$ cat src/rtl/irqt_pkg.sv
package irqt_pkg;

    localparam int IRQT_LINES  = 6;
    localparam int IRQT_BUS_W  = 16;
    localparam int IRQT_SYNC_N = 2;

    typedef enum logic [1:0] {
        TRIG_LOW  = 2'b00,
        TRIG_BOTH = 2'b01,
        TRIG_FALL = 2'b10,
        TRIG_RISE = 2'b11
    } trig_mode_e;

    localparam logic ADDR_MODE = 1'b0;
    localparam logic ADDR_FLAG = 1'b1;

endpackage

$ cat src/rtl/irqt_sync.sv
module irqt_sync #(
    parameter int W      = 6,
    parameter int STAGES = 2
) (
    input  logic         clk,
    input  logic         rst_n,
    input  logic [W-1:0] din,
    output logic [W-1:0] dout
);
    logic [STAGES-1:0][W-1:0] pipe_d, pipe_q;

    always_comb begin
        pipe_d[0] = din;
        for (int s = 1; s < STAGES; s++) begin
            pipe_d[s] = pipe_q[s-1];
        end
    end

    always_ff @(posedge clk or negedge rst_n) begin
        if (!rst_n) pipe_q <= '1;
        else        pipe_q <= pipe_d;
    end

    assign dout = pipe_q[STAGES-1];
endmodule

$ cat src/rtl/irqt_detect.sv
module irqt_detect
    import irqt_pkg::*;
(
    input  logic       clk,
    input  logic       rst_n,
    input  logic       sync_in,
    input  logic [1:0] mode,
    input  logic       mode_chg,
    input  logic       clr,
    output logic       req
);
    typedef struct packed {
        logic prev;
        logic pend;
    } det_t;

    det_t s_d, s_q;
    logic rise, fall, hit;

    always_comb begin
        rise = sync_in & ~s_q.prev;
        fall = ~sync_in & s_q.prev;
        case (trig_mode_e'(mode))
            TRIG_BOTH: hit = rise | fall;
            TRIG_FALL: hit = fall;
            TRIG_RISE: hit = rise;
            default:   hit = 1'b0;
        endcase
        // A mode rewrite re-arms the comparison instead of producing an event.
        if (mode_chg) hit = 1'b0;

        s_d      = s_q;
        s_d.prev = sync_in;
        if (trig_mode_e'(mode) == TRIG_LOW) s_d.pend = 1'b0;
        else if (hit)                       s_d.pend = 1'b1;
        else if (clr)                       s_d.pend = 1'b0;

        req = (trig_mode_e'(mode) == TRIG_LOW) ? ~sync_in : s_q.pend;
    end

    always_ff @(posedge clk or negedge rst_n) begin
        if (!rst_n) s_q <= '{prev: 1'b1, pend: 1'b0};
        else        s_q <= s_d;
    end
endmodule

$ cat src/rtl/irqt_regs.sv
module irqt_regs
    import irqt_pkg::*;
#(
    parameter int NPIN  = 6,
    parameter int REG_W = 16
) (
    input  logic                 clk,
    input  logic                 rst_n,
    input  logic                 bus_sel,
    input  logic                 bus_wr,
    input  logic                 bus_addr,
    input  logic [REG_W-1:0]     bus_wdata,
    input  logic [NPIN-1:0]      req_bits,
    output logic [NPIN-1:0][1:0] mode,
    output logic [NPIN-1:0]      mode_chg,
    output logic [NPIN-1:0]      clr,
    output logic [REG_W-1:0]     bus_rdata
);
    localparam int FIELD_BITS = 2 * NPIN;

    typedef struct packed {
        logic [FIELD_BITS-1:0] mode;
    } regs_t;

    regs_t r_d, r_q;
    logic  wr_mode, wr_flag;
    logic  unused_wdata_hi;

    assign unused_wdata_hi = ^bus_wdata[REG_W-1:FIELD_BITS];

    always_comb begin
        wr_mode = bus_sel && bus_wr && (bus_addr == ADDR_MODE);
        wr_flag = bus_sel && bus_wr && (bus_addr == ADDR_FLAG);

        r_d = r_q;
        if (wr_mode) r_d.mode = bus_wdata[FIELD_BITS-1:0];

        for (int i = 0; i < NPIN; i++) begin
            mode[i]     = r_q.mode[2*i +: 2];
            mode_chg[i] = wr_mode && (bus_wdata[2*i +: 2] != r_q.mode[2*i +: 2]);
            clr[i]      = wr_flag && bus_wdata[i];
        end

        bus_rdata = '0;
        if (bus_addr == ADDR_MODE) bus_rdata[FIELD_BITS-1:0] = r_q.mode;
        else                       bus_rdata[NPIN-1:0]       = req_bits;
    end

    always_ff @(posedge clk or negedge rst_n) begin
        if (!rst_n) r_q <= '0;
        else        r_q <= r_d;
    end
endmodule

$ cat src/rtl/irq_trigger_unit.sv
module irq_trigger_unit
    import irqt_pkg::*;
#(
    parameter int NPIN   = IRQT_LINES,
    parameter int REG_W  = IRQT_BUS_W,
    parameter int SYNC_N = IRQT_SYNC_N
) (
    input  logic             clk,
    input  logic             rst_n,
    input  logic [NPIN-1:0]  irq_pin,
    input  logic             bus_sel,
    input  logic             bus_wr,
    input  logic             bus_addr,
    input  logic [REG_W-1:0] bus_wdata,
    output logic [REG_W-1:0] bus_rdata,
    output logic [NPIN-1:0]  irq_req
);
    logic [NPIN-1:0]      pin_sync;
    logic [NPIN-1:0][1:0] mode_w;
    logic [NPIN-1:0]      chg_w;
    logic [NPIN-1:0]      clr_w;

    irqt_sync #(.W(NPIN), .STAGES(SYNC_N)) u_sync (
        .clk  (clk),
        .rst_n(rst_n),
        .din  (irq_pin),
        .dout (pin_sync)
    );

    irqt_regs #(.NPIN(NPIN), .REG_W(REG_W)) u_regs (
        .clk      (clk),
        .rst_n    (rst_n),
        .bus_sel  (bus_sel),
        .bus_wr   (bus_wr),
        .bus_addr (bus_addr),
        .bus_wdata(bus_wdata),
        .req_bits (irq_req),
        .mode     (mode_w),
        .mode_chg (chg_w),
        .clr      (clr_w),
        .bus_rdata(bus_rdata)
    );

    for (genvar g = 0; g < NPIN; g++) begin : g_line
        irqt_detect u_det (
            .clk     (clk),
            .rst_n   (rst_n),
            .sync_in (pin_sync[g]),
            .mode    (mode_w[g]),
            .mode_chg(chg_w[g]),
            .clr     (clr_w[g]),
            .req     (irq_req[g])
        );
    end
endmodule

$ cat config.mk
export PLATFORM = sky130hd
export DESIGN_NAME = irq_trigger_unit
export DESIGN_NICKNAME = d
export VERILOG_FILES = /design/src/rtl/irqt_pkg.sv /design/src/rtl/irqt_sync.sv /design/src/rtl/irqt_detect.sv /design/src/rtl/irqt_regs.sv /design/src/rtl/irq_trigger_unit.sv
export SDC_FILE = /design/constraint.sdc
export NUM_CORES = 1
export LEC_CHECK = 0
export BUFFER_PORTS_ARGS = -buffer_cell sky130_fd_sc_hd__buf_2
export CAP_MARGIN = 20
export CORE_ASPECT_RATIO = 0.6
export CORE_MARGIN = 8
export CORE_UTILIZATION = 30
export DETAILED_ROUTE_END_ITERATION = 6
export GPL_ROUTABILITY_DRIVEN = 0
export RECOVER_POWER = 50
export SETUP_SLACK_MARGIN = 0.02
export SYNTH_ARGS = -nofsm -noshare
export SYNTH_HDL_FRONTEND = slang
export SYNTH_SLANG_ARGS = --single-unit
$ cat constraint.sdc
create_clock -name clk -period 2.2 [get_ports clk]
set_input_delay 0.22 -clock clk [delete_from_list [all_inputs] [get_ports clk]]
set_output_delay 0.22 -clock clk [all_outputs]
set_load 0.02 [all_outputs]
==> key figures, run 1 <==
Pwr
  • Comb power frac: 31.5%
  • Internal power: 1.25 mW
  • Sw Ratio: 35.5%
  • Pwr dens: 830 nW/um2
  • P_leak: 1.07 nW
  • Overall power: 1.94 mW
  • Sequential fraction of design power: 44.5%
  • NetSw: 688 uW
  • Clock share of power: 24.0%
  • VDD IR max: 294 uV

Finish
  • # diodes: 0
  • Area grow syn2layout: 16.9%
  • Most frequent cells in the layout: 39 x buf_2, 26 x o21ai_0, 18 x inv_1, 18 x dfrtp_1, 15 x nor2b_1
  • Fin area: 2340 um2
  • Fill count: 674
  • Nets: 267
  • Post-Layout Cell Count: 316
  • Share of cells above drive strength 1: 33.6%
  • Area of the multi-input gates: 893 um2
  • Reg area: 923 um2
  • Util after Layout: 35.6%
  • Most common cell after layout, fill and taps aside: buf_2

Worst setup path
  • Worst Path Required: 1980 ps
  • Max Fanout on Critical Path: 7
  • WP buf/inv: 1
  • Worst path cell trace: o21ai_0, o31ai_1, mux2_2, buf_2
  • WS Path Type: flip-flop to primary output
  • Max stage delay on crit path: 460 ps
  • Critical path startpoint category: flip-flop
  • Arr. time, crit path: 1670 ps
  • Setup crit end kind: primary output
  • Top delay family on crit path: compound AO/OA/AOI/OAI gates
  • Worst path slowest cell: dfrtp_1

Synth
  • Avg Cell Area, Syn: 10.7 um2
  • Area of the mapped netlist: 2000 um2
  • EDFF count, synth: 0
  • YS warnings: 0
  • Post-synth ARST share: 100%
  • Seq/Total Area, Yosys: 46.2%
  • Ys flop type: dfstp_2
  • Mapped Cells: 187
  • #FFs+latches synth: 36
  • Distinct cells, synth: 24

Detailed routing
  • DRT Pass-1 Iters: 4
  • Highest metal used: met4
  • DR WL/cell: 14.5 um
  • Residual DRC: 0
  • Initial DRC Count: 47
  • Total Wirelength: 4.58 mm
  • Vias: 1400
  • Via density: 4.43
  • Post-DRT Antenna Nets: 0
  • Wl on met1: 2.35 mm
  • Met2 WL post-DR: 1.77 mm
  • Met3 routed WL: 399 um

Floorplanning
  • Chip height: 79.3 um
  • DIE WIDTH: 121 um
  • Starting Density: 30.5%
  • Ports: 49
  • FP Rows: 23
  • Die ar.: 9620 um2
  • Core Region: 6560 um2

Placement
  • DP Area: 2210 um2
  • Port bufs: 40
  • Post-DP HPWL: 3.34 mm
  • Worst slack at placement: 671 ps
  • Placed insts: 303

Timing
  • Final hold slack: 28.6 ps
  • Final setup margin: 309 ps
  • Final Hold Vio Count: 0
  • Post-layout min period: 1890 ps
  • Worst Max-Slew Pin Slew: 1960 ps
  • Fmax: 0.529 GHz
  • Unrepaired setup endpoints after global routing: no
  • Count of final max-slew check failures: 37
  • Fin Setup TNS: 0 ps
  • Slew margin rel.: -30.6%
  • Layout Skew: 10.0 ps
  • Crit share post-route: 86.0%
  • Final setup vio count: 0

Clocking
  • Clk root buf: clkbuf_8
  • H-tree Lvls: 2
  • Bufs on Longest Clock Path: 2
  • CTS Buf Count: 5
  • Reg clk slew, reported paths: 80 ps
  • CTS tree: built
  • Clock latency on the worst-skew pair: 300 ps
  • Clock sink total: 36
  • Cts repair resizes: 0

GRT
  • Initial antenna violation count: 0
  • Overflow after GRT: 0
  • Pin count of the biggest net entering global routing: 37
  • First-pass GRT wire length: 7.75 mm
  • Vias in the first global route: 1468
  • All-Layer GR Usage: 10.4%

Run status
  • Failing checks: capacitance limit, slew limit
  • Status: finished with violations

Job
  • Max-cap violations: 1

Worst hold path
  • Min-Delay Path Class: primary input to flip-flop
## power by group through the flow
stage	clock network, mW	registers (mW)	logic (mW)
floorplan	0	0.849	0.494
global placement	0	0.873	0.602
detailed placement	0	0.877	0.611
CTS	0.485	0.866	0.619
global route	0.511	0.884	0.688
finish	0.465	0.863	0.612
## synth_stat cells, types with 2 or more instances
cell	instances	area share, %
ha_1	12	7.5
o31ai_1	6	2.3
dfstp_2	18	24
nor2b_1	15	4.7
nor4bb_1	6	3.0
mux2_2	10	5.6
buf_2	2	0.50
nand2_1	6	1.1
o21ai_0	26	6.5
mux2_4	2	1.5
a21oi_1	10	2.5
o21ai_2	6	2.6
dfrtp_1	18	23
nor2_1	3	0.56
inv_1	18	3.4
xor2_1	6	2.6
a31o_1	6	2.6
buf_4	11	4.1
## flip-flops by register name, indices dropped and copies added (netlist names)
name,cells
u_regs.mode,12
g_line.u_det.s_q,12
u_sync.dout,6
u_sync.pipe_d,6
## metal layers
metal | track usage [%] | up-vias
li1 | - | 706
met1 | 14.0 | 651
met2 | 13.9 | 36
met3 | 4.95 | 7
met4 | 4.04 | 0
met5 | 0 | -
## area by class of cell
class / instances / area share (%)
Multi-Input combinational cell: 120 / 38.2
Sequential cell: 36 / 39.5
Clock inverter: 1 / 0.214
Timing Repair Buffer: 47 / 11.3
Tap cell: 87 / 4.65
Clock buffer: 7 / 3.26
Inverter: 18 / 2.89
## worst reg2reg max path: stages, from the launching register on
cell and delay [ps]:
dfstp_1 590, inv_1 60, ha_1 170, o21ai_0 120, o21ai_0 120, a31o_1 230
## cells by family after synthesis
group / count (synthesis) / share of synthesized area, %
compound gates: 54 / 16.5
fa+ha+maj: 12 / 7.50
other cells: 1 / 0.187
flops: 36 / 46.2
xor+xnor: 6 / 2.63
simple gates: 32 / 10.1
buf+inv: 34 / 9.76
mux: 12 / 7.13
## final timing paths
check / from / endpoint / slack, ps / cells past startpoint
worst min register to register: u_sync.pipe_d[10] / u_sync.dout[4] / 360 / 0
worst max register to register: u_sync.dout[2] / g_line[2].u_det.s_q[0] / 790 / 5
worst max-delay path: u_regs.mode[10] / bus_rdata[5] / 310 / 4
max in group asynchronous: rst_n / g_line[3].u_det.s_q[0] / 600 / 1
worst min-delay path: irq_pin[3] / u_sync.pipe_d[9] / 30 / 1
min in group asynchronous: rst_n / u_regs.mode[9] / 460 / 1
## repair_timing
item                                   4_1_cts  5_1_grt
endpoints found under the hold margin        3        2
hold buffers                                 3        2
buffers inserted                             0        0
No activity file was read; power rests on OpenSTA's default activity.
==> run 2, diff against run 1 <==
--- a/config.mk
+++ b/config.mk
@@ -13,6 +13,7 @@
 export DETAILED_ROUTE_END_ITERATION = 6
 export GPL_ROUTABILITY_DRIVEN = 0
 export RECOVER_POWER = 50
+export REMOVE_ABC_BUFFERS = 1
 export SETUP_SLACK_MARGIN = 0.02
 export SYNTH_ARGS = -nofsm -noshare
 export SYNTH_HDL_FRONTEND = slang
==> constraint.sdc (replaced) <==
create_clock -name clk -period 1.6 [get_ports clk]
set_input_delay 0.16 -clock clk [delete_from_list [all_inputs] [get_ports clk]]
set_output_delay 0.16 -clock clk [all_outputs]
set_load 0.02 [all_outputs]
==> run 2 against run 1 <==
The flow now finishes without violations. Sequential power rose by 38%. Sequential share of layout area fell by 4.8 points. Die area did not move. Combinational power rose by 100%. Highest routed layer unchanged. Power rose by 66%. Core utilization rose by 5.4 points. Flip-flop and latch count did not move. Global-route usage barely moved. Final area rose by 15%. Non-clock buffer count rose by 27.
==> key figures, run 2 (synthesis gave the netlist of run 1 again) <==
Timing
  • Crit share post-route: 99.1%
  • Unrepaired setup endpoints after global routing: yes
  • Layout Skew: 10.3 ps
  • Worst Max-Slew Pin Slew: 880 ps
  • Fmax: 0.631 GHz
  • Final setup vio count: 0
  • Fin Setup TNS: 0 ps
  • Final Hold Vio Count: 0
  • Slew margin rel.: 41.4%
  • Post-layout min period: 1590 ps
  • Count of final max-slew check failures: 0
  • Final setup margin: 14.4 ps

Worst setup path
  • Max Fanout on Critical Path: 3
  • Worst setup path startpoint: u_regs.mode[10]
  • Max stage delay on crit path: 440 ps
  • WP buf/inv: 1
  • R2r startpoint: u_sync.dout[4]
  • WS Path Type: flip-flop to primary output
  • Critical path startpoint category: flip-flop
  • R2R Setup Slk: 220 ps
  • Arr. time, crit path: 1430 ps
  • Worst path cell trace: o21ai_2, o31ai_2, mux2_4, buf_6
  • Setup crit end kind: primary output
  • Worst path slowest cell: dfrtp_1
  • Top delay family on crit path: flip-flops
  • Worst Path Required: 1440 ps

Pwr
  • Pwr dens: 1200 nW/um2
  • Overall power: 3.23 mW
  • P_leak: 1.25 nW
  • VDD IR max: 513 uV

Clocking
  • Bufs on Longest Clock Path: 2
  • CTS Buf Count: 5
  • H-tree Lvls: 2
  • Clock sink total: 36
  • Reg clk slew, reported paths: 80 ps
  • CTS tree: built
  • Clk root buf: clkbuf_8
  • Clock latency on the worst-skew pair: 290 ps

Placement
  • Placed insts: 309
  • Port bufs: 40
  • Worst slack at placement: 144 ps
  • Post-DP HPWL: 3.46 mm

GRT
  • Pin count of the biggest net entering global routing: 37
  • Overflow after GRT: 0
  • Vias in the first global route: 1501
  • All-Layer GR Usage: 10.4%
  • Initial antenna violation count: 0
  • First-pass GRT wire length: 7.85 mm

Finish
  • Most frequent cells in the layout: 35 x buf_2, 24 x buf_4, 20 x o21ai_0
  • Post-Layout Cell Count: 343
  • Util after Layout: 41.0%
  • Fill count: 653
  • Most common cell after layout, fill and taps aside: buf_2
  • Nets: 294
  • Area grow syn2layout: 34.5%
  • # diodes: 0
  • Share of cells above drive strength 1: 48.8%

Worst hold path
  • Min-Delay Path Class: primary input to flip-flop
  • HP Start: bus_wdata[9]

Detailed routing
  • Wl on met1: 2.45 mm
  • Vias: 1528
  • Initial DRC Count: 43
  • Via density: 4.45
  • Highest metal used: met4
  • Met2 WL post-DR: 2.17 mm
  • Residual DRC: 0
  • DRT Pass-1 Iters: 4
  • DR WL/cell: 14.4 um
  • Post-DRT Antenna Nets: 0
  • Met3 routed WL: 281 um
  • Total Wirelength: 4.93 mm

Floorplanning
  • Starting Density: 30.5%
  • Chip height: 79.3 um
  • DIE WIDTH: 121 um
  • FP Rows: 23
  • Ports: 49
  • Die ar.: 9620 um2
  • Core Region: 6560 um2

Run status
  • Status: finished, final reports clean

Job
  • Max-cap violations: 0
-- run 2: path summary, 6_finish.rpt --
kind / endpoint / cells after the start
max: bus_rdata[5] / 4
min: u_regs.mode[9] / 2
max reg2reg: g_line[4].u_det.s_q[0] / 5
min reg2reg: u_sync.dout[0] / 0
max in group asynchronous: u_regs.mode[6] / 3
min in group asynchronous: g_line[0].u_det.s_q[0] / 3
-- run 2: metrics by stage --
stage / area, um2 / hold slack, ps
2_1_floorplan: 1880 / -136
3_3_place_gp: 2270 / 230
3_5_place_dp: 2270 / 228
4_1_cts: 2590 / 114
5_1_grt: 2690 / 123
6_report: 2690 / 117
-- run 2: area by class of cell --
type,count,area [um2],share of cell area (%)
clock inverter,3,42.5,1.58
multi-input combinational,120,960,35.7
clock buffer,5,68.8,2.56
inverter,18,67.6,2.51
tap,87,109,4.05
sequential,36,932,34.7
timing repair buffer,74,510,19.0
-- run 2: repair_timing --
action,in CTS,in global routing
hold buffers,7,0
pin swaps,4,5
endpoints found under the setup margin,6,6
buffers inserted,12,7
hold endpoints to repair,24,0
gates resized for setup,25,14
-- run 2: metal layers --
layer	global-route usage, %	up-vias
li1	-	763
met1	14.8	725
met4	2.20	0
met3	3.33	5
met2	14.9	35
met5	0	-
-- run 2: report_power, final --
part           leakage [nW]  internal [mW]  switching [mW]
sequential            0.394           1.07           0.118
combinational         0.801          0.623           0.605
clock                0.0541          0.461           0.346
total                  1.25           2.16            1.07
==> run 3, diff against run 2 <==
--- a/config.mk
+++ b/config.mk
@@ -17,4 +17,5 @@
 export SETUP_SLACK_MARGIN = 0.02
 export SYNTH_ARGS = -nofsm -noshare
 export SYNTH_HDL_FRONTEND = slang
+export SYNTH_HIERARCHICAL = 1
 export SYNTH_SLANG_ARGS = --single-unit
==> run 3 against run 2 <==
Final area fell by 3.8%. Clock-buffer cell count unchanged. Global-route usage fell by 1.2 points.
==> key figures, run 3 <==
Floorplanning
  • Starting Density: 31.4%
  • Die ar.: 9370 um2
  • DIE WIDTH: 120 um
  • FP Rows: 22
  • Chip height: 78.3 um
  • Core Region: 6170 um2
  • Ports: 49

Detailed routing
  • Initial DRC Count: 52
  • Post-DRT Antenna Nets: 0
  • Residual DRC: 0
  • Via density: 4.30
  • Vias: 1384
  • DR WL/cell: 13.3 um
  • DRT Pass-1 Iters: 4
  • Total Wirelength: 4.28 mm

Clocking
  • CTS Buf Count: 5
  • Clk root buf: clkbuf_8
  • Reg clk slew, reported paths: 80 ps
  • Clock latency on the worst-skew pair: 290 ps
  • CTS tree: built
  • Clock sink total: 36
  • H-tree Lvls: 2
  • Bufs on Longest Clock Path: 2

Worst hold path
  • Worst hold stages: 2
  • Min-Delay Path Class: primary input to flip-flop
  • Hold-critical path endpoint: u_regs/mode[8]
  • HP Start: bus_wdata[8]

Synth
  • Distinct cells, synth: 22
  • Top post-synthesis cells by area: dfstp_2 24%, dfrtp_1 23%, mux2_2 8.1%
  • #FFs+latches synth: 36
  • Commonest cells in the netlist: 18 x dfrtp_1, 18 x dfstp_2, 14 x mux2_2
  • Largest area contributor in the synthesized netlist: dfstp_2
  • EDFF count, synth: 0
  • YS warnings: 6
  • Mapped Cells: 171
  • Yosys top cell area share: 24.4%
  • Seq/Total Area, Yosys: 47.6%
  • Avg Cell Area, Syn: 11.3 um2
  • Ys flop type: dfstp_2
  • Area of the mapped netlist: 1940 um2
  • Post-synth ARST share: 100%

Finish
  • Fill count: 610
  • Reg area: 931 um2
  • Share of cells above drive strength 1: 50.4%
  • Fin area: 2590 um2
  • Area grow syn2layout: 33.5%
  • # diodes: 0
  • Nets: 276
  • Area of the multi-input gates: 990 um2
  • Most frequent cells in the layout: 36 x buf_2, 16 x buf_4, 15 x dfstp_2
  • Post-Layout Cell Count: 322
  • Most common cell after layout, fill and taps aside: buf_2

Pwr
  • Sw Ratio: 32.4%
  • NetSw: 1.00 mW
  • Comb power frac: 35.9%
  • Internal power: 2.09 mW
  • Sequential fraction of design power: 38.5%
  • Pwr dens: 1200 nW/um2
  • VDD IR max: 613 uV
  • Clock share of power: 25.6%
  • P_leak: 1.18 nW

Run status
  • Status: finished, final reports clean

Placement
  • Placed insts: 300
  • Post-DP HPWL: 3.18 mm
  • DP Area: 2280 um2
  • Port bufs: 40
  • Worst slack at placement: 121 ps

Timing
  • Worst Max-Slew Pin Slew: 1030 ps
  • Unrepaired setup endpoints after global routing: yes
  • Crit share post-route: 95.9%
  • Final setup margin: 65.1 ps
  • Slew margin rel.: 31.1%
  • Layout Skew: 8.00 ps
  • Count of final max-slew check failures: 0
  • Final Hold Vio Count: 0
  • Fin Setup TNS: 0 ps
  • Fmax: 0.652 GHz
  • Final setup vio count: 0
  • Post-layout min period: 1530 ps

Worst setup path
  • R2r startpoint: u_sync/dout[1]
  • Critical path startpoint category: flip-flop
  • Arr. time, crit path: 1370 ps
  • Setup crit end kind: primary output
  • R2R Setup Slk: 70 ps
  • WS Path Type: flip-flop to primary output
  • R2r worst-path depth: 5
  • Max Fanout on Critical Path: 6
  • Worst Path Required: 1440 ps
  • R2r endpoint: g_line[1].u_det/s_q[0]

GRT
  • All-Layer GR Usage: 9.25%
  • Vias in the first global route: 1345
  • First-pass GRT wire length: 6.96 mm
  • Pin count of the biggest net entering global routing: 21
  • Overflow after GRT: 0
  • Initial antenna violation count: 0

Job
  • Max-cap violations: 0
[run 3: layer usage]
layer / global-route usage [%] / vias up / routed length [um]
met5: 0 / - / 0
met4: 2.23 / 0 / 17
met3: 4.86 / 2 / 364
met2: 12.9 / 33 / 1740
met1: 12.2 / 652 / 2160
li1: - / 697 / -
[run 3: kinds of logic after synthesis]
family	after synthesis	synth area share, %
AND/OR/NAND/NOR	44	12.6
flip-flops	36	47.6
XOR/XNOR	12	5.42
AO/OA/AOI/OAI	30	10.5
adder cells (fa/ha/maj)	12	7.75
multiplexers	18	11.2
other	1	0.193
buffers and inverters	18	4.71
[run 3: power by group through the flow]
stage | Combinational, mW | Sequential [mW] | Clock, mW
after floorplan | 0.649 | 1.18 | 0
after global placement | 0.965 | 1.19 | 0
after detailed placement | 0.981 | 1.19 | 0
after CTS | 1.03 | 1.19 | 0.821
after global routing | 1.22 | 1.21 | 0.869
final | 1.11 | 1.19 | 0.792
[run 3: layout make-up]
type | instances | area share, %
clock inverters | 3 | 1.64
flip-flops and latches | 36 | 36.0
repair buffers | 62 | 15.7
inverters | 12 | 1.74
clock buffers | 5 | 2.66
multi-input cells | 120 | 38.2
well taps | 84 | 4.06
[run 3: through the flow]
stage	utilization, %	total power, mW	hold slack [ps]
after global placement	37.0	2.16	123
final	42.0	3.10	134
after CTS	40.5	3.04	119
after detailed placement	37.0	2.17	117
after global routing	42.0	3.30	116
after floorplan	-	1.83	-136
[run 3: what timing repair did]
item                       CTS  global route
hold endpoints to repair    15             0
pin swaps                    0             4
setup buffers                1             6
resized for setup           12            14
hold buffers                 7             0
setup endpoints to repair    6             7
[run 3: worst max-delay path, stage by stage (launching register included)]
cell	delay, ps
dfrtp_2	460
nor2_2	130
nor2_1	60
a21oi_2	130
mux2_2	160
buf_2	150
[run 3: how the worst max path moves through the flow]
| stage | cells after the start | slack (ps) | from | end |
|---|---|---|---|---|
| after floorplan | 4 | 150 | u_regs/mode[5] | bus_rdata[2] |
| after global placement | 5 | 160 | u_sync/dout[2] | g_line[2].u_det/s_q[0] |
| after detailed placement | 5 | 120 | u_sync/dout[0] | g_line[0].u_det/s_q[0] |
| after CTS | 5 | 2 | u_regs/mode[5] | bus_rdata[2] |
| after global routing | 5 | -4 | u_regs/mode[2] | bus_rdata[1] |
| final | 5 | 70 | u_regs/mode[2] | bus_rdata[1] |
